File: src/rtl/opr2_pkg.sv
package opr2_pkg;
    localparam int WORD_W = 12;

    typedef struct packed {
        logic grp_ok;
        logic clr;
        logic t_neg;
        logic t_zero;
        logic t_link;
        logic inv;
        logic osr;
        logic hlt;
        logic bad;
    } opr2_fields_t;

    typedef enum logic [1:0] {
        ST_IDLE   = 2'd0,
        ST_ISSUE  = 2'd1,
        ST_REJECT = 2'd2
    } opr2_state_t;
endpackage

File: src/rtl/opr2_decode.sv
module opr2_decode
    import opr2_pkg::*;
(
    input  logic [WORD_W-1:0] word,
    output opr2_fields_t      fld
);
    always_comb begin
        fld.grp_ok = (word[11:8] == 4'b1111);
        fld.clr    = word[7];
        fld.t_neg  = word[6];
        fld.t_zero = word[5];
        fld.t_link = word[4];
        fld.inv    = word[3];
        fld.osr    = word[2];
        fld.hlt    = word[1];
        fld.bad    = word[0];
    end
endmodule

File: src/rtl/opr2_cond.sv
module opr2_cond #(
    parameter int DATA_W = 12
) (
    input  logic [DATA_W-1:0] acc,
    input  logic              link,
    input  logic              sel_neg,
    input  logic              sel_zero,
    input  logic              sel_link,
    input  logic              inv,
    output logic              skip
);
    localparam int NTEST = 3;

    logic [NTEST-1:0] sel;
    logic [NTEST-1:0] cond;
    logic [NTEST-1:0] hit_or;
    logic [NTEST-1:0] ok_and;

    assign sel  = {sel_link, sel_zero, sel_neg};
    assign cond = {link, (acc == '0), acc[DATA_W-1]};

    for (genvar i = 0; i < NTEST; i++) begin : g_test
        assign hit_or[i] = sel[i] & cond[i];
        assign ok_and[i] = ~sel[i] | ~cond[i];
    end

    always_comb begin
        if (inv) skip = &ok_and;
        else     skip = |hit_or;
    end
endmodule

File: src/rtl/opr2_acc.sv
module opr2_acc #(
    parameter int DATA_W = 12
) (
    input  logic [DATA_W-1:0] acc,
    input  logic [DATA_W-1:0] sw,
    input  logic              clr,
    input  logic              osr,
    output logic [DATA_W-1:0] acc_nxt
);
    logic [DATA_W-1:0] after_clr;

    always_comb begin
        after_clr = clr ? '0 : acc;
        acc_nxt   = osr ? (after_clr | sw) : after_clr;
    end
endmodule

File: src/rtl/opr_test_unit.sv
module opr_test_unit
    import opr2_pkg::*;
#(
    parameter int DATA_W = 12
) (
    input  logic              clk,
    input  logic              rst_n,
    input  logic              op_valid,
    input  logic [11:0]       op_word,
    input  logic [DATA_W-1:0] acc_in,
    input  logic              link_in,
    input  logic [DATA_W-1:0] sw_reg,
    output logic              skip_req,
    output logic              halt_req,
    output logic              acc_we,
    output logic [DATA_W-1:0] acc_out,
    output logic              decode_err
);
    opr2_fields_t      fld;
    logic              skip_c;
    logic [DATA_W-1:0] acc_c;
    opr2_state_t       state, state_nxt;
    logic              skip_q, halt_q;
    logic [DATA_W-1:0] acc_q;

    opr2_decode u_dec (.word(op_word), .fld(fld));

    opr2_cond #(.DATA_W(DATA_W)) u_cond (
        .acc(acc_in), .link(link_in),
        .sel_neg(fld.t_neg), .sel_zero(fld.t_zero), .sel_link(fld.t_link),
        .inv(fld.inv), .skip(skip_c)
    );

    opr2_acc #(.DATA_W(DATA_W)) u_acc (
        .acc(acc_in), .sw(sw_reg), .clr(fld.clr), .osr(fld.osr), .acc_nxt(acc_c)
    );

    always_comb begin
        state_nxt = ST_IDLE;
        if (op_valid && fld.grp_ok) begin
            if (fld.bad) state_nxt = ST_REJECT;
            else         state_nxt = ST_ISSUE;
        end
    end

    always_ff @(posedge clk) begin
        if (!rst_n) begin
            state  <= ST_IDLE;
            skip_q <= 1'b0;
            halt_q <= 1'b0;
            acc_q  <= '0;
        end else begin
            state <= state_nxt;
            if (state_nxt == ST_ISSUE) begin
                skip_q <= skip_c;
                halt_q <= fld.hlt;
                acc_q  <= acc_c;
            end
        end
    end

    always_comb begin
        skip_req   = 1'b0;
        halt_req   = 1'b0;
        acc_we     = 1'b0;
        decode_err = 1'b0;
        unique case (state)
            ST_IDLE: ;
            ST_ISSUE: begin
                skip_req = skip_q;
                halt_req = halt_q;
                acc_we   = 1'b1;
            end
            ST_REJECT: decode_err = 1'b1;
            default: ;
        endcase
    end

    assign acc_out = acc_q;

    a_r1_group_only: assert property (@(posedge clk) disable iff (!rst_n)
        (skip_req || halt_req || acc_we || decode_err) |->
            ($past(op_valid) && $past(op_word[11:8]) == 4'hF));

    a_r3_uncond_skip: assert property (@(posedge clk) disable iff (!rst_n)
        (acc_we && $past(op_word[3]) && $past(op_word[6:4]) == 3'b000) |-> skip_req);

    a_r4_test_sees_input: assert property (@(posedge clk) disable iff (!rst_n)
        (acc_we && !$past(op_word[3]) && $past(op_word[5]) && $past(acc_in) == '0) |-> skip_req);

    a_r5_clear: assert property (@(posedge clk) disable iff (!rst_n)
        (acc_we && $past(op_word[7]) && !$past(op_word[2])) |-> (acc_out == '0));

    a_r6_or_switch: assert property (@(posedge clk) disable iff (!rst_n)
        (acc_we && $past(op_word[2])) |-> ((acc_out & $past(sw_reg)) == $past(sw_reg)));

    a_r7_halt_source: assert property (@(posedge clk) disable iff (!rst_n)
        halt_req |-> $past(op_word[1]));

    a_r8_reject_quiet: assert property (@(posedge clk) disable iff (!rst_n)
        decode_err |-> (!skip_req && !halt_req && !acc_we && $stable(acc_out)));

    a_r9_hold: assert property (@(posedge clk) disable iff (!rst_n)
        !acc_we |-> (acc_out == $past(acc_out)));
endmodule

File: config.mk
export PLATFORM = sky130hd
export DESIGN_NAME = opr_test_unit
export DESIGN_NICKNAME = d
export VERILOG_FILES = /design/src/rtl/opr2_pkg.sv /design/src/rtl/opr2_decode.sv /design/src/rtl/opr2_cond.sv /design/src/rtl/opr2_acc.sv /design/src/rtl/opr_test_unit.sv
export SDC_FILE = /design/constraint.sdc
export NUM_CORES = 1
export LEC_CHECK = 0
export BUFFER_PORTS_ARGS = -buffer_cell sky130_fd_sc_hd__buf_4
export CORE_MARGIN = 4
export CORE_UTILIZATION = 35
export DETAILED_ROUTE_END_ITERATION = 10
export GPL_ROUTABILITY_DRIVEN = 1
export GPL_TIMING_DRIVEN = 0
export PLACE_DENSITY = 0.7
export REMOVE_ABC_BUFFERS = 1
export SLEW_MARGIN = 15
export SYNTH_ARGS = -nofsm -noshare
export SYNTH_HDL_FRONTEND = slang
export SYNTH_SLANG_ARGS = --single-unit
File: constraint.sdc
create_clock -name clk -period 1.5 [get_ports clk]
set_clock_uncertainty 0.1 [all_clocks]
set_input_delay 0.3 -clock clk [delete_from_list [all_inputs] [get_ports clk]]
set_output_delay 0.3 -clock clk [all_outputs]
set_load 0.005 [all_outputs]
==> flow_metrics.env <==
export IMPL_dieHeight_microns=56.1
export IMPL_critPathMaxFanout=3
export IMPL_fin_crit_sh_pct=94.5
export IMPL_antenna_cells=0
export IMPL_worst_slew_pin_transition_ns=0.550
export IMPL_post_route_worst_setup_slack_ns=0.0828
export IMPL_finalSetupViolations=0
export IMPL_layout_cells_non_filler=167
export IMPL_die_area_sq_um=3150
export IMPL_yosysUniqueCellTypes=21
export IMPL_vias=863
export IMPL_worstPathCellList="nor2b_4 -> and2_1 -> buf_4"
export IMPL_crit_path_max_incr_delay_ns=0.33
export IMPL_clock_sinks=16
export IMPL_dpl_hpwl_mm=1.68
export IMPL_initial_utilization_pct=36.6
export IMPL_grt_max_degree=20
export IMPL_clkLatencyLatePin_ns=0.29
export IMPL_max_slew_margin_rel_pct=63.2
export IMPL_synth_top_family_by_area="compound AO/OA/AOI/OAI gates"
export IMPL_drv_cap=0
export IMPL_yosys_warnings=0
export IMPL_ys_seq_elements=16
export IMPL_cts_buffers=3
export IMPL_fin_util_pct=58.1
export IMPL_first_iter_violations=15
export IMPL_cts_htree_levels=1
export IMPL_mostFrequentLayoutCell="buf_4"
export IMPL_grt_overflow=0
export IMPL_grt_pass1_vias=881
export IMPL_synth_simple_gate_area_share_pct=22.7
export IMPL_portBuffers=55
export IMPL_syn_instance_count=85
export IMPL_worst_path_max_delay_cell="dfxtp_1"
export IMPL_status="finished, final reports clean"
export IMPL_area_delta_synth_final_pct=58.7
export IMPL_drv_slew=0
export IMPL_critPathBufInv=1
export IMPL_p_leak_nw=0.717
export IMPL_holdCritPathClass="input port to flop"
export IMPL_cts_tree="yes"
export IMPL_synth_seq_area_share_pct=39.6
export IMPL_syn_area_per_cell_sq_um=9.52
export IMPL_final_cell_mix="55 x buf_4, 16 x dfxtp_1, 13 x nand2_1, 13 x a22oi_1, 12 x o211a_1"
export IMPL_wl_mm=2.32
export IMPL_track_usage_pct=15.3
export IMPL_irDropWorstVdd_v=0.000379
export IMPL_io_pins=56
export IMPL_synth_xor_xnor_area_share_pct=0
export IMPL_drc=0
export IMPL_ant_nets=0
export IMPL_critPathTopFamily="flip-flops"
export IMPL_arrival_ns=1.02
export IMPL_fp_coreArea_sq_um=2210
export IMPL_endpoint_kind="output pin"
export IMPL_nets=180
export IMPL_required_ns=1.10
export IMPL_post_route_min_period_ns=1.42
export IMPL_fmax_ghz=0.706
export IMPL_start_kind="flop"
export IMPL_wl_per_cell_microns=13.9
export IMPL_die_w_microns=56.1
export IMPL_drtPass1Iterations=4
export IMPL_synthAdderAreaFrac_pct=0
export IMPL_synth_compound_area_share_pct=27.8
export IMPL_rows=17
export IMPL_worstSetupPathType="flop to output pin"
export IMPL_fin_area_sq_um=1280
export IMPL_clockRootBuffer="clkbuf_4"
export IMPL_synthMuxAreaShare_pct=2.47
export IMPL_antenna_found_initial=0
export IMPL_hold_viol_final=0
export IMPL_cts_path_max_buffers=2
export IMPL_drive_gt1_share_pct=46.0
export IMPL_rsz0062_at_grt="false"
export IMPL_syn_area_sq_um=810
export IMPL_p_per_area_nw_per_um2=689
export IMPL_grt_pass1_wl_mm=3.88
export IMPL_viasPerCell=5.17
export IMPL_pre_cts_ws_ns=-0.434
export IMPL_cts_clk_slew_worst_paths_ns=0.10
export IMPL_place_congestion=0.674
export IMPL_place_area_sq_um=1200
export IMPL_dp_cells=161
## registers in the layout, summed over array words and instances, names as in the netlist
register  cells
acc_out      12
halt_q        1
skip_q        1
state         2
## through the flow
stage	TNS, ns	hold WS, ns	total power (W)
after detailed placement	-4.67	0.390	0.000589
after global routing	0	0.166	0.000918
after global placement	-4.23	0.383	0.000586
after CTS	0	0.166	0.000883
final	0	0.158	0.000886
after floorplan	-0.105	0.318	0.000480
## path summary, 6_finish.rpt
check	slack [ns]	endpoint	cells past startpoint	from
min	0.16	halt_q	3	op_word[1]
min reg2reg	0.41	acc_out[11]	1	acc_out[11]
max reg2reg	0.61	skip_q	3	skip_q
max	0.08	skip_req	3	state[0]
## tightest hold or removal path, stage by stage
cell     delay [ns]
buf_4          0.08
mux2i_1        0.05
nor2b_1        0.09
## synthesized netlist by cell type
cell	count	area, sq um
nor3b_1	1	7.51
buf_6	2	22.5
clkbuf_1	4	15.0
nand4_2	1	12.5
nor2b_1	3	18.8
nor4_1	1	6.26
mux2i_1	2	20.0
a22oi_1	13	97.6
nor3_1	2	10.0
inv_1	2	7.51
o211ai_1	1	7.51
buf_8	1	15.0
nand4_1	2	12.5
o211a_1	12	120
and2_1	5	31.3
nor2_1	1	3.75
dfxtp_1	16	320
nand2_1	13	48.8
nor4b_1	1	8.76
nor3_4	1	16.3
nand3b_1	1	7.51
## routing by layer
metal	vias to the layer above	wire [microns]	track usage [%]	share of wire, %
met5	-	0	0	0
met4	0	34	6.10	1.5
met3	4	208	4.41	9.0
met2	37	1130	24.7	49
met1	395	949	19.1	41
li1	427	-	-	-
## power by group
part / switching [W] / internal [W]
Clock: 0.000153 / 0.000148
Combinational: 0.0000591 / 0.0000929
Sequential: 0.00000261 / 0.000429
## what timing repair did
action / 4_1_cts / 5_1_grt
cloned: 1 / 0
hold buffers: 0 / 0
pin swaps: 1 / 1
setup endpoints to repair: 8 / 16
gates resized for setup: 0 / 3
setup buffers: 0 / 1
## logic make-up (layout without fill, tap and decap cells)
logic type	after synthesis	count (layout)
AND/OR/NAND/NOR	32	33
AO/OA/AOI/OAI	26	26
flip-flops	16	16
buffers and inverters	9	62
multiplexers	2	2
## cell type report
| type | instances | area [sq um] |
|---|---|---|
| Sequential cell | 16 | 320 |
| Fill cell | 214 | 927 |
| Inverter | 2 | 7.51 |
| Multi-Input combinational cell | 61 | 453 |
| Tap cell | 28 | 35.0 |
| Clock buffer | 4 | 36.3 |
| Timing Repair Buffer | 56 | 433 |
Power figures use the tool's default switching activity.
